===== config.mk =====
export PLATFORM = sky130hd
export DESIGN_NAME = gpio_pwm
export DESIGN_NICKNAME = d
export VERILOG_FILES = /design/src/rtl/gpio_pwm_pkg.sv /design/src/rtl/gpio_pwm_ctrl.sv /design/src/rtl/gpio_pwm_sync.sv /design/src/rtl/gpio_pwm_dp.sv /design/src/rtl/gpio_pwm.sv
export SDC_FILE = /design/constraint.sdc
export NUM_CORES = 1
export LEC_CHECK = 0
export BUFFER_PORTS_ARGS = -buffer_cell sky130_fd_sc_hd__buf_2
export CAP_MARGIN = 20
export CORE_ASPECT_RATIO = 0.8
export CORE_MARGIN = 2
export CORE_UTILIZATION = 55
export CTS_CLUSTER_DIAMETER = 120
export DETAILED_ROUTE_END_ITERATION = 8
export PLACE_DENSITY = 0.87
export SETUP_SLACK_MARGIN = 0.2
export SLEW_MARGIN = 20
export SYNTH_ARGS = -nofsm -noshare
export SYNTH_HDL_FRONTEND = slang
export SYNTH_HIERARCHICAL = 1
export SYNTH_SLANG_ARGS = --single-unit

===== constraint.sdc =====
create_clock -name clk -period 1.9 [get_ports clk]
set_clock_uncertainty 0.05 [all_clocks]
set_input_delay 0.19 -clock clk [delete_from_list [all_inputs] [get_ports clk]]
set_output_delay 0.19 -clock clk [all_outputs]
set_load 0.02 [all_outputs]

===== src/rtl/gpio_pwm_pkg.sv =====
package gpio_pwm_pkg;

  localparam int ADDR_W = 3;

  localparam logic [ADDR_W-1:0] ADDR_DIR   = 3'd0;
  localparam logic [ADDR_W-1:0] ADDR_POL   = 3'd1;
  localparam logic [ADDR_W-1:0] ADDR_LINK  = 3'd2;
  localparam logic [ADDR_W-1:0] ADDR_HOST  = 3'd3;
  localparam logic [ADDR_W-1:0] ADDR_LEVEL = 3'd4;
  localparam logic [ADDR_W-1:0] ADDR_STAT  = 3'd5;

  typedef enum logic [2:0] {
    SEL_DIR, SEL_POL, SEL_LINK, SEL_HOST, SEL_LEVEL, SEL_STAT, SEL_NONE
  } rdSel_e;

  typedef struct packed {
    logic   dirWr;
    logic   polWr;
    logic   linkWr;
    logic   hostWr;
    logic   levelWr;
    rdSel_e rdSel;
  } ctrlStrobe_t;

endpackage


===== src/rtl/gpio_pwm_ctrl.sv =====
module gpio_pwm_ctrl
  import gpio_pwm_pkg::*;
(
  input  logic [ADDR_W-1:0] regAddr,
  input  logic              regWrEn,
  output ctrlStrobe_t       strobe
);

  // Address decode into write strobes and a read selector.
  always_comb begin
    strobe       = '0;
    strobe.rdSel = SEL_NONE;
    case (regAddr)
      ADDR_DIR: begin
        strobe.dirWr = regWrEn;
        strobe.rdSel = SEL_DIR;
      end
      ADDR_POL: begin
        strobe.polWr = regWrEn;
        strobe.rdSel = SEL_POL;
      end
      ADDR_LINK: begin
        strobe.linkWr = regWrEn;
        strobe.rdSel  = SEL_LINK;
      end
      ADDR_HOST: begin
        strobe.hostWr = regWrEn;
        strobe.rdSel  = SEL_HOST;
      end
      ADDR_LEVEL: begin
        strobe.levelWr = regWrEn;
        strobe.rdSel   = SEL_LEVEL;
      end
      ADDR_STAT: begin
        strobe.rdSel = SEL_STAT;
      end
      default: begin
        strobe.rdSel = SEL_NONE;
      end
    endcase
  end

endmodule


===== src/rtl/gpio_pwm_sync.sv =====
module gpio_pwm_sync #(
  parameter int WIDTH  = 7,
  parameter int STAGES = 2
) (
  input  logic             clk,
  input  logic             rstN,
  input  logic [WIDTH-1:0] asyncIn,
  output logic [WIDTH-1:0] syncOut
);

  logic [WIDTH-1:0] chain [STAGES];

  always_ff @(posedge clk or negedge rstN) begin
    if (!rstN) begin
      for (int s = 0; s < STAGES; s++) chain[s] <= '0;
    end else begin
      chain[0] <= asyncIn;
      for (int s = 1; s < STAGES; s++) chain[s] <= chain[s-1];
    end
  end

  assign syncOut = chain[STAGES-1];

endmodule


===== src/rtl/gpio_pwm_dp.sv =====
module gpio_pwm_dp
  import gpio_pwm_pkg::*;
#(
  parameter int NUM_LINES = 7,
  parameter int NUM_KEYS  = 6,
  parameter int PWM_W     = 8,
  parameter int DATA_W    = 8
) (
  input  logic                 clk,
  input  logic                 rstN,
  input  ctrlStrobe_t          strobe,
  input  logic [DATA_W-1:0]    wrData,
  input  logic [NUM_KEYS-1:0]  keyDetect,
  input  logic                 forceOutputs,
  input  logic [NUM_LINES-1:0] padIn,
  output logic [NUM_LINES-1:0] padOut,
  output logic [NUM_LINES-1:0] padOe,
  output logic [DATA_W-1:0]    rdData
);

  localparam int LINK_W = (NUM_KEYS < NUM_LINES) ? NUM_KEYS : NUM_LINES;

  logic [NUM_LINES-1:0] dirReg, polReg, hostReg;
  logic [LINK_W-1:0]    linkReg;
  logic [PWM_W-1:0]     levelReg;
  logic [PWM_W-1:0]     pwmCnt;
  logic [NUM_LINES-1:0] effDir, srcLvl, activeLvl, syncIn, inStatus;
  logic                 pwmOn;

  // Configuration registers
  always_ff @(posedge clk or negedge rstN) begin
    if (!rstN) begin
      dirReg   <= '0;
      polReg   <= '0;
      hostReg  <= '0;
      linkReg  <= '0;
      levelReg <= '0;
    end else begin
      if (strobe.dirWr)   dirReg   <= wrData[NUM_LINES-1:0];
      if (strobe.polWr)   polReg   <= wrData[NUM_LINES-1:0];
      if (strobe.hostWr)  hostReg  <= wrData[NUM_LINES-1:0];
      if (strobe.linkWr)  linkReg  <= wrData[LINK_W-1:0];
      if (strobe.levelWr) levelReg <= wrData[PWM_W-1:0];
    end
  end

  // Free-running PWM counter
  always_ff @(posedge clk or negedge rstN) begin
    if (!rstN) pwmCnt <= '0;
    else       pwmCnt <= pwmCnt + 1'b1;
  end

  assign pwmOn  = (pwmCnt < levelReg);
  assign effDir = dirReg | {NUM_LINES{forceOutputs}};

  // Per-line source selection: keyed lines may follow their key
  for (genvar i = 0; i < NUM_LINES; i++) begin : g_line
    if (i < LINK_W) begin : g_keyed
      assign srcLvl[i] = linkReg[i] ? keyDetect[i] : hostReg[i];
    end else begin : g_hostOnly
      assign srcLvl[i] = hostReg[i];
    end
  end

  assign activeLvl = srcLvl & {NUM_LINES{pwmOn}};

  // Registered pad drive: polarity 1 = active high
  always_ff @(posedge clk or negedge rstN) begin
    if (!rstN) begin
      padOut <= '1;
      padOe  <= '0;
    end else begin
      padOut <= ~(activeLvl ^ polReg);
      padOe  <= effDir;
    end
  end

  // Input capture
  gpio_pwm_sync #(.WIDTH(NUM_LINES), .STAGES(2)) u_sync (
    .clk     (clk),
    .rstN    (rstN),
    .asyncIn (padIn),
    .syncOut (syncIn)
  );

  assign inStatus = syncIn & ~effDir;

  // Read mux
  always_comb begin
    rdData = '0;
    case (strobe.rdSel)
      SEL_DIR:   rdData[NUM_LINES-1:0] = dirReg;
      SEL_POL:   rdData[NUM_LINES-1:0] = polReg;
      SEL_LINK:  rdData[LINK_W-1:0]    = linkReg;
      SEL_HOST:  rdData[NUM_LINES-1:0] = hostReg;
      SEL_LEVEL: rdData[PWM_W-1:0]     = levelReg;
      SEL_STAT:  rdData[NUM_LINES-1:0] = inStatus;
      default:   rdData = '0;
    endcase
  end

  // Cycles since reset, used to qualify the synchronizer check
  logic [1:0] settleCnt;
  always_ff @(posedge clk or negedge rstN) begin
    if (!rstN)                 settleCnt <= '0;
    else if (settleCnt != 2'd3) settleCnt <= settleCnt + 1'b1;
  end

  a_r3_force_all_out: assert property (@(posedge clk) disable iff (!rstN)
    forceOutputs |=> (padOe == {NUM_LINES{1'b1}}));

  a_r3_oe_tracks_dir: assert property (@(posedge clk) disable iff (!rstN)
    !forceOutputs |=> (padOe == $past(dirReg)));

  a_r7_counter_wraps: assert property (@(posedge clk) disable iff (!rstN)
    1'b1 |=> (pwmCnt == PWM_W'($past(pwmCnt) + 1'b1)));

  a_r7_zero_level_idle: assert property (@(posedge clk) disable iff (!rstN)
    (levelReg == '0) |=> (padOut == ~$past(polReg)));

  a_r9_two_flop_delay: assert property (@(posedge clk) disable iff (!rstN)
    (settleCnt >= 2'd2) |-> (syncIn == $past(padIn, 2)));

endmodule


===== src/rtl/gpio_pwm.sv =====
module gpio_pwm
  import gpio_pwm_pkg::*;
#(
  parameter int NUM_LINES = 7,
  parameter int NUM_KEYS  = 6,
  parameter int PWM_W     = 8,
  parameter int DATA_W    = 8
) (
  input  logic                 clk,
  input  logic                 rstN,
  input  logic [ADDR_W-1:0]    regAddr,
  input  logic                 regWrEn,
  input  logic [DATA_W-1:0]    regWrData,
  output logic [DATA_W-1:0]    regRdData,
  input  logic [NUM_KEYS-1:0]  keyDetect,
  input  logic                 forceOutputs,
  input  logic [NUM_LINES-1:0] padIn,
  output logic [NUM_LINES-1:0] padOut,
  output logic [NUM_LINES-1:0] padOe
);

  ctrlStrobe_t strobe;

  gpio_pwm_ctrl u_ctrl (
    .regAddr (regAddr),
    .regWrEn (regWrEn),
    .strobe  (strobe)
  );

  gpio_pwm_dp #(
    .NUM_LINES (NUM_LINES),
    .NUM_KEYS  (NUM_KEYS),
    .PWM_W     (PWM_W),
    .DATA_W    (DATA_W)
  ) u_dp (
    .clk          (clk),
    .rstN         (rstN),
    .strobe       (strobe),
    .wrData       (regWrData),
    .keyDetect    (keyDetect),
    .forceOutputs (forceOutputs),
    .padIn        (padIn),
    .padOut       (padOut),
    .padOe        (padOe),
    .rdData       (regRdData)
  );

endmodule


==> results.md, run 1 <==
* Status: completed
* Clk sinks at 71
* Nets at just under 400
* Yosys warning total at 6
* Power Dens Cells at 1090 mW/mm^2
* WL final at ~8400 um
* Worst-Margin Slew at about 0.45 ns
* Syn nets at between 200 and 300
* R2R depth at 7
* Antenna fix cells at 0
* CP arrival at 1.58 ns
* Sequential Power Share at between 40 and 50%
* Vias in the first global route at between 2000 and 2500
* R2r startpoint: u_dp/levelReg[6]
* Type of the most critical hold path: in -> reg
* Comb power frac at 30.5%
* # IOs at 50
* Largest net degree at the start of global routing at 46
* Synth cell types at 43
* Pint at around 3.3 mW
* CTS tree: built
* Core Area at 0.00556 mm^2
* Clock-pin slew on the worst setup and hold paths at about 0.080 ns
* Port Buffers at 49
* CP Capture Type: primary output
* Detail Placement HPWL at slightly below 5000 um
* Sw Pwr at 1.43 mW
* Setup crit start kind: register
* WHS Endpoint: u_dp/linkReg[5]
* Initial antenna violation count at 0
* Sequential share of the synthesized area at a little under three fifths
* Worst skew pair latency at roughly 0.35 ns
* Mapped Cells at roughly 260
* Worst slack, placed at -0.0569 ns
* P&R area growth vs syn at 36.4%
* Row cnt at 24
* Vias at around 2500
* Tmin final at 1.82 ns
* Setup violations, final at 0
* Syn_area_per_cell at approximately 12 um^2
* Worst r2r dst: u_dp/padOut[1]
* Leakage at between 1.5 and 2 nW
* DR vias/cell at 5.69
* Worst-path fanout max at 2
* Peak Freq at about 550 MHz
* Setup ws final at approximately 0.077 ns
* Iter 0 DRT Violations at 186
* GRT Overall Usage at between 20% and 30%
* Final Core Density at 78.8%
* Die Ht at 72.3 um
* Max rail drop VDD at roughly 0.00070 V
* Total CTS buffers at 9
* Mapped Area at between 0.003 and 0.004 mm^2
* Crit share post-route at 96.0%
* Crit path kind: reg -> out
* Req. time, crit path at ~1.7 ns
* Wire per inst at between 15 and 20 um
* Slew Viols, Final at 0
* Switching part of the total at a little under a third
* WHS at ~0.085 ns
* Hold Crit Depth at 2
* Die Footprint at between 0.006 and 0.007 mm^2
* Routed Antenna Nets at 0
* Worst-case clock buffer depth at 2
* H-tree depth at 3
* Setup TNS at 0 ns
* Hold Crit Start: regWrData[5]
* Worst slew margin at 69.9%
* DIE WIDTH at around 89 um
* Footprint of the multi-input gates at around 0.0015 mm^2
* Layout cells sized above 1 at 51.4%
* Residual overflow from global routing at 0
* GP Congestion at approximately 0.9
* Fillers at 320
* Initial core utilization at 57.8%
* TritonRoute pass-1 iters at 5
* RSZ-0062 raised after global routing: true
* Sequential cell area at approximately 0.0018 mm^2
* CTS root buf: clkbuf_8
* Global-route wire length before repair at 11700 um
* # DRC at 0
* Register-to-Register Setup Slack at ~0.17 ns
* Total of max-cap violations at 0
* Final hold violations at 0
* #FFs+latches synth at 71
* Clock share of power at between 20% and 30%
## routing by layer
metal	routed length, um	part of all wire (%)	track usage [%]	vias up
met1	3330	40	31.6	1216
met4	286	3.4	9.29	0
met5	0	0	0	-
met2	4160	50	39.3	147
met3	603	7.2	8.65	30
li1	-	-	-	1088
## placed cells by master (no fill, tap or decap), types with 3 or more instances in the layout
master,synthesis,layout
inv_1,15,11
a21oi_2,1,3
ha_1,8,4
and3_1,3,3
a21oi_1,6,3
dfrtp_1,64,63
mux2i_1,11,11
xnor2_1,11,11
a211oi_4,0,5
and4bb_2,3,3
buf_2,0,40
nor2b_1,3,3
inv_2,0,4
nand2_1,13,13
nor2_1,7,5
o21ai_0,10,10
mux2_2,26,25
buf_4,7,43
dfstp_2,7,7
clkbuf_8,0,10
buf_6,2,7
nand3b_1,4,4
or2_2,7,7
nand3_1,6,5
ha_4,0,4
dlygate4sd3_1,0,9
## logic make-up after synthesis
kind of cell	after synthesis	synth area share (%)
buffers and inverters	32	5.03
DFF	71	55.6
adders and majority gates	8	3.12
and+or+nand+nor	53	10.4
muxes	38	13.3
AOI/OAI and AO/OA	42	9.08
xor gates and xnor gates	13	3.55
## worst max-delay path: stages (launching register included)
cell and delay, ns:
dfrtp_1 0.40, and3_1 0.18, a21oi_1 0.17, o22ai_1 0.12
a31o_1 0.23, buf_6 0.14
## sequential cells by signal, indices dropped and copies added (netlist names)
register / flops
u_dp/u_sync/chain: 7
u_dp/hostReg: 7
u_dp/pwmCnt: 8
u_dp/padOe: 7
u_dp/u_sync/syncOut: 7
u_dp/polReg: 7
u_dp/linkReg: 6
u_dp/levelReg: 8
u_dp/padOut: 7
u_dp/dirReg: 7
## cell type report
class	count	share of cell area [%]
clock buffers	12	3.31
clock inverters	4	1.60
inverters	15	1.29
multi-input cells	154	33.7
flip-flops and latches	71	40.8
well taps	78	2.23
repair buffers	102	17.1
## what timing repair did
item,in CTS,in global routing
hold endpoints to repair,72,0
hold buffers,9,0
setup endpoints to repair,14,14
pin swaps,8,19
buffers inserted,5,25
gates resized for setup,25,34
gates cloned,1,0
## worst max path at each step
stage / startpoint / to / slack, ns / cells past startpoint
floorplan: regAddr[0] / regRdData[0] / 0.27 / 5
global placement: regAddr[1] / regRdData[0] / 0.05 / 7
detailed placement: regAddr[1] / regRdData[3] / -0.06 / 7
CTS: u_dp/linkReg[5] / regRdData[5] / 0.11 / 4
global route: u_dp/hostReg[6] / regRdData[6] / 0.02 / 5
finish: u_dp/hostReg[6] / regRdData[6] / 0.08 / 5
## cell usage after synthesis
| cell | instances | area share (%) |
|---|---|---|
| dfrtp_1 | 64 | 50 |
| clkbuf_1 | 8 | 0.94 |
| a32oi_1 | 2 | 0.55 |
| nor2b_2 | 1 | 0.27 |
| nand3_1 | 6 | 0.94 |
| o21ai_1 | 1 | 0.16 |
| mux2_2 | 26 | 9.1 |
| o221ai_2 | 1 | 0.47 |
| a21oi_1 | 6 | 0.94 |
| nand2b_1 | 1 | 0.19 |
| o221ai_1 | 3 | 0.82 |
| a21oi_2 | 1 | 0.27 |
| a211oi_1 | 7 | 1.6 |
| and4b_1 | 1 | 0.31 |
| nand4_1 | 1 | 0.19 |
| mux4_2 | 1 | 0.70 |
| nand2_1 | 13 | 1.5 |
| ha_1 | 8 | 3.1 |
| a22oi_1 | 3 | 0.70 |
| xor2_1 | 2 | 0.55 |
| and4bb_2 | 3 | 1.2 |
| or2_2 | 7 | 1.4 |
| and3_1 | 3 | 0.58 |
| buf_6 | 2 | 0.70 |
| a21boi_0 | 1 | 0.23 |
| o211ai_1 | 1 | 0.23 |
| dfstp_2 | 7 | 5.7 |
| buf_4 | 7 | 1.6 |
| nor4b_4 | 1 | 0.74 |
| xnor2_1 | 11 | 3.0 |
| o21ai_0 | 10 | 1.6 |
| a31oi_1 | 2 | 0.39 |
| o22ai_1 | 1 | 0.19 |
| o21ai_2 | 1 | 0.27 |
| nor2_1 | 7 | 0.82 |
| and4_1 | 1 | 0.27 |
| a22oi_2 | 1 | 0.39 |
| nor2b_1 | 3 | 0.58 |
| a31o_1 | 1 | 0.27 |
| nand3b_1 | 4 | 0.94 |
| nor4b_2 | 1 | 0.47 |
| inv_1 | 15 | 1.8 |
| mux2i_1 | 11 | 3.4 |
## through the flow
| step | std cells | cell area (um^2) | power, mW |
|---|---|---|---|
| 2_1_floorplan | 257 | 3210 | 2.66 |
| 3_3_place_gp | 380 | 3560 | 2.95 |
| 3_5_place_dp | 380 | 3560 | 2.99 |
| 4_1_cts | 411 | 4010 | 4.42 |
| 5_1_grt | 436 | 4380 | 4.98 |
| 6_report | 436 | 4380 | 4.76 |
## power by group through the flow
stage | Clock, mW | Combinational (mW) | Sequential [mW]
final | 1.30 | 1.45 | 2.01
after floorplan | 0 | 0.537 | 2.12
after CTS | 1.32 | 1.10 | 2.00
after global placement | 0 | 0.930 | 2.02
after global routing | 1.40 | 1.55 | 2.03
after detailed placement | 0 | 0.960 | 2.03
(Power assumes the default switching activity.)
==> run 2: changes to the inputs <==
- SETUP_SLACK_MARGIN: 0.2 -> 0.5
==> run 2 against run 1 <==
Against the previous run:
- core utilization rose by 1.3 points
- highest routed layer unchanged
- clock-buffer cell count fell by 3
- global-route usage rose by 0.26 points
- die area did not move
- worst hold slack got worse by 0.054 ns
- sequential share of layout area fell by 0.65 points
- maximum frequency rose by 4.8%
- sequential power barely moved
- clock power rose by 10%
- via count fell by 4.6%
- first-iteration DRC count fell by 23%
==> results.md, run 2 (same netlist as run 1, synthesis figures left out) <==
* GRT Overall Usage at 25.1% (+0.26 points)
* Most frequent cells in the layout: dfrtp_1 (62), buf_2 (39), buf_4 (30)
* Layout cells sized above 1 at 52.4% (+1.1 points)
* CTS root buf: clkbuf_8
* WL final at 7780 um (-7.1%)
* DR vias/cell at 5.57 (-2.1%)
* Tmin final at 1.74 ns (-0.0829 ns)
* Worst slew margin at 63.9% (-6.1 points)
* Iter 0 DRT Violations at 144 (-23%)
* Die Footprint at 0.00647 mm^2 (unchanged)
* Core Area at 0.00556 mm^2 (unchanged)
* Peak Freq at 575 MHz (+4.8%)
* Req. time, crit path at 1.66 ns (about the same)
* CTS tree: built
* Worst-case clock buffer depth at 2 (unchanged)
* Sequential cell area at 0.00179 mm^2 (about the same)
* Type of the most critical hold path: in -> reg
* Total of max-cap violations at 0 (unchanged)
* Status: completed
* TritonRoute pass-1 iters at 4 (-1)
* Clk sinks at 71 (unchanged)
* Biggest regs: u_dp/levelReg (8), u_dp/pwmCnt (8)
* Antenna fix cells at 0 (unchanged)
* Final hold violations at 0 (unchanged)
* Largest net degree at the start of global routing at 72 (+57%)
* Leakage at 1.94 nW (-0.70%)
* Total CTS buffers at 9 (unchanged)
* # DRC at 0 (unchanged)
* Worst-Margin Slew at 0.541 ns (+0.0907 ns)
* RSZ-0062 raised after global routing: true
* Max rail drop VDD at 0.000796 V (+14%)
* DIE WIDTH at 89.4 um (unchanged)
* Pint at 3.43 mW (+3.2%)
* Initial core utilization at 57.8% (unchanged)
* Row cnt at 24 (unchanged)
* Setup violations, final at 0 (unchanged)
* Detail Placement HPWL at 4760 um (-1.6%)
* Residual overflow from global routing at 0 (unchanged)
* Worst skew pair latency at 0.34 ns (about the same)
* Slew Viols, Final at 0 (unchanged)
* Leading cell type in the layout, fill and taps excluded: dfrtp_1
* Worst-path fanout max at 10 (+8)
* Initial antenna violation count at 0 (unchanged)
* Fillers at 315 (-1.6%)
* GP Congestion at 0.849 (-5.8%)
* Global-route wire length before repair at 11800 um (+1.5%)
* Die Ht at 72.3 um (unchanged)
* Wire per inst at 18.3 um (-4.7%)
* Clock-pin slew on the worst setup and hold paths at 0.07 ns (about the same)
* Setup TNS at 0 ns (unchanged)
* Clock share of power at 29.4% (+2.1 points)
* Sequential Power Share at 40.9% (-1.3 points)
* Crit share post-route at 91.6% (-4.4 points)
* Footprint of the multi-input gates at 0.00154 mm^2 (+4.6%)
* Vias in the first global route at 2407 (+2.3%)
* Power Dens Cells at 1100 mW/mm^2 (+0.87%)
* Crit path kind: in -> out
* P&R area growth vs syn at 38.7%
* CP arrival at 1.50 ns (-0.08 ns)
* # IOs at 50 (unchanged)
* CP Capture Type: primary output
* Final Core Density at 80.2% (+1.3 points)
* Comb power frac at 29.7% (-0.8 points)
* H-tree depth at 3 (unchanged)
* Vias at 2368 (-4.6%)
* Routed Antenna Nets at 0 (unchanged)
* Switching part of the total at 29.7% (-0.40 points)
* Port Buffers at 49 (unchanged)
* Sw Pwr at 1.45 mW (+1.2%)
* Nets at 378 (-2.8%)
* Setup crit start kind: input pin
run 2: cell types whose count changed in the layout (fill, tap and decap cells not counted), moves of 2 or more:
| cell | change |
|---|---|
| clkbuf_1 | -2 |
| buf_12 | +5 |
| a21oi_2 | -2 |
| a21oi_4 | +2 |
| buf_4 | -13 |
run 2: layer usage:
| layer | part of all wire, % | track usage [%] |
|---|---|---|
| met1 | 42 | 32.9 |
| met2 | 50 | 39.9 |
| met3 | 5.6 | 7.96 |
| met4 | 2.0 | 8.13 |
| met5 | 0 | 0 |
run 2: area by class of cell:
| cell class | count | area share, % |
|---|---|---|
| flip-flops and latches | 71 | 40.2 |
| clock buffers | 9 | 2.78 |
| well taps | 78 | 2.19 |
| multi-input cells | 154 | 34.7 |
| clock inverters | 7 | 2.70 |
| repair buffers | 91 | 16.2 |
| inverters | 15 | 1.26 |
run 2: path summary, 6_finish.rpt:
check	from	endpoint	slack, ns	cells past startpoint
setup / recovery	regAddr[2]	regRdData[0]	0.16	9
hold / removal	regWrData[7]	u_dp/levelReg[7]	0.03	3
setup reg to reg	u_dp/pwmCnt[6]	u_dp/padOut[2]	0.23	6
hold reg to reg	u_dp/u_sync/chain[12]	u_dp/u_sync/syncOut[5]	0.30	0
max in group asynchronous	rstN	u_dp/padOut[2]	1.11	3
min in group asynchronous	rstN	u_dp/u_sync/syncOut[5]	0.34	3
run 2: critical path, cell delays in order:
cell and delay, ns:
buf_6 0.10, a21boi_4 0.19, buf_12 0.16, buf_4 0.11, mux2i_1 0.22, nor2_1 0.06, a21oi_1 0.16, o221ai_2 0.12
buf_4 0.17
run 2: what timing repair did:
item / CTS / global route
pin swaps: 9 / 16
endpoints found under the setup margin: 15 / 15
resized for setup: 21 / 18
hold endpoints to repair: 71 / 0
buffers inserted: 15 / 11
hold buffers: 8 / 0
run 2: power groups by stage:
| stage | clock, mW | sequential [mW] | combinational, mW |
|---|---|---|---|
| final | 1.43 | 1.99 | 1.45 |
| after CTS | 1.46 | 1.98 | 1.22 |
| after floorplan | 0 | 2.12 | 0.656 |
| after global routing | 1.54 | 2.03 | 1.54 |
| after detailed placement | 0 | 2.03 | 1.08 |
| after global placement | 0 | 2.02 | 1.06 |
run 2: per-stage QoR:
stage	instances	hold slack [ns]	total power, mW	worst slack (ns)	instance area (um^2)
floorplan	257	-0.156	2.77	0.467	3370
global placement	375	0.191	3.08	0.142	3710
detailed placement	375	0.189	3.11	0.133	3710
CTS	414	0.0122	4.67	0.148	4220
global route	425	0.0226	5.11	0.0827	4450
finish	425	0.0305	4.88	0.159	4450
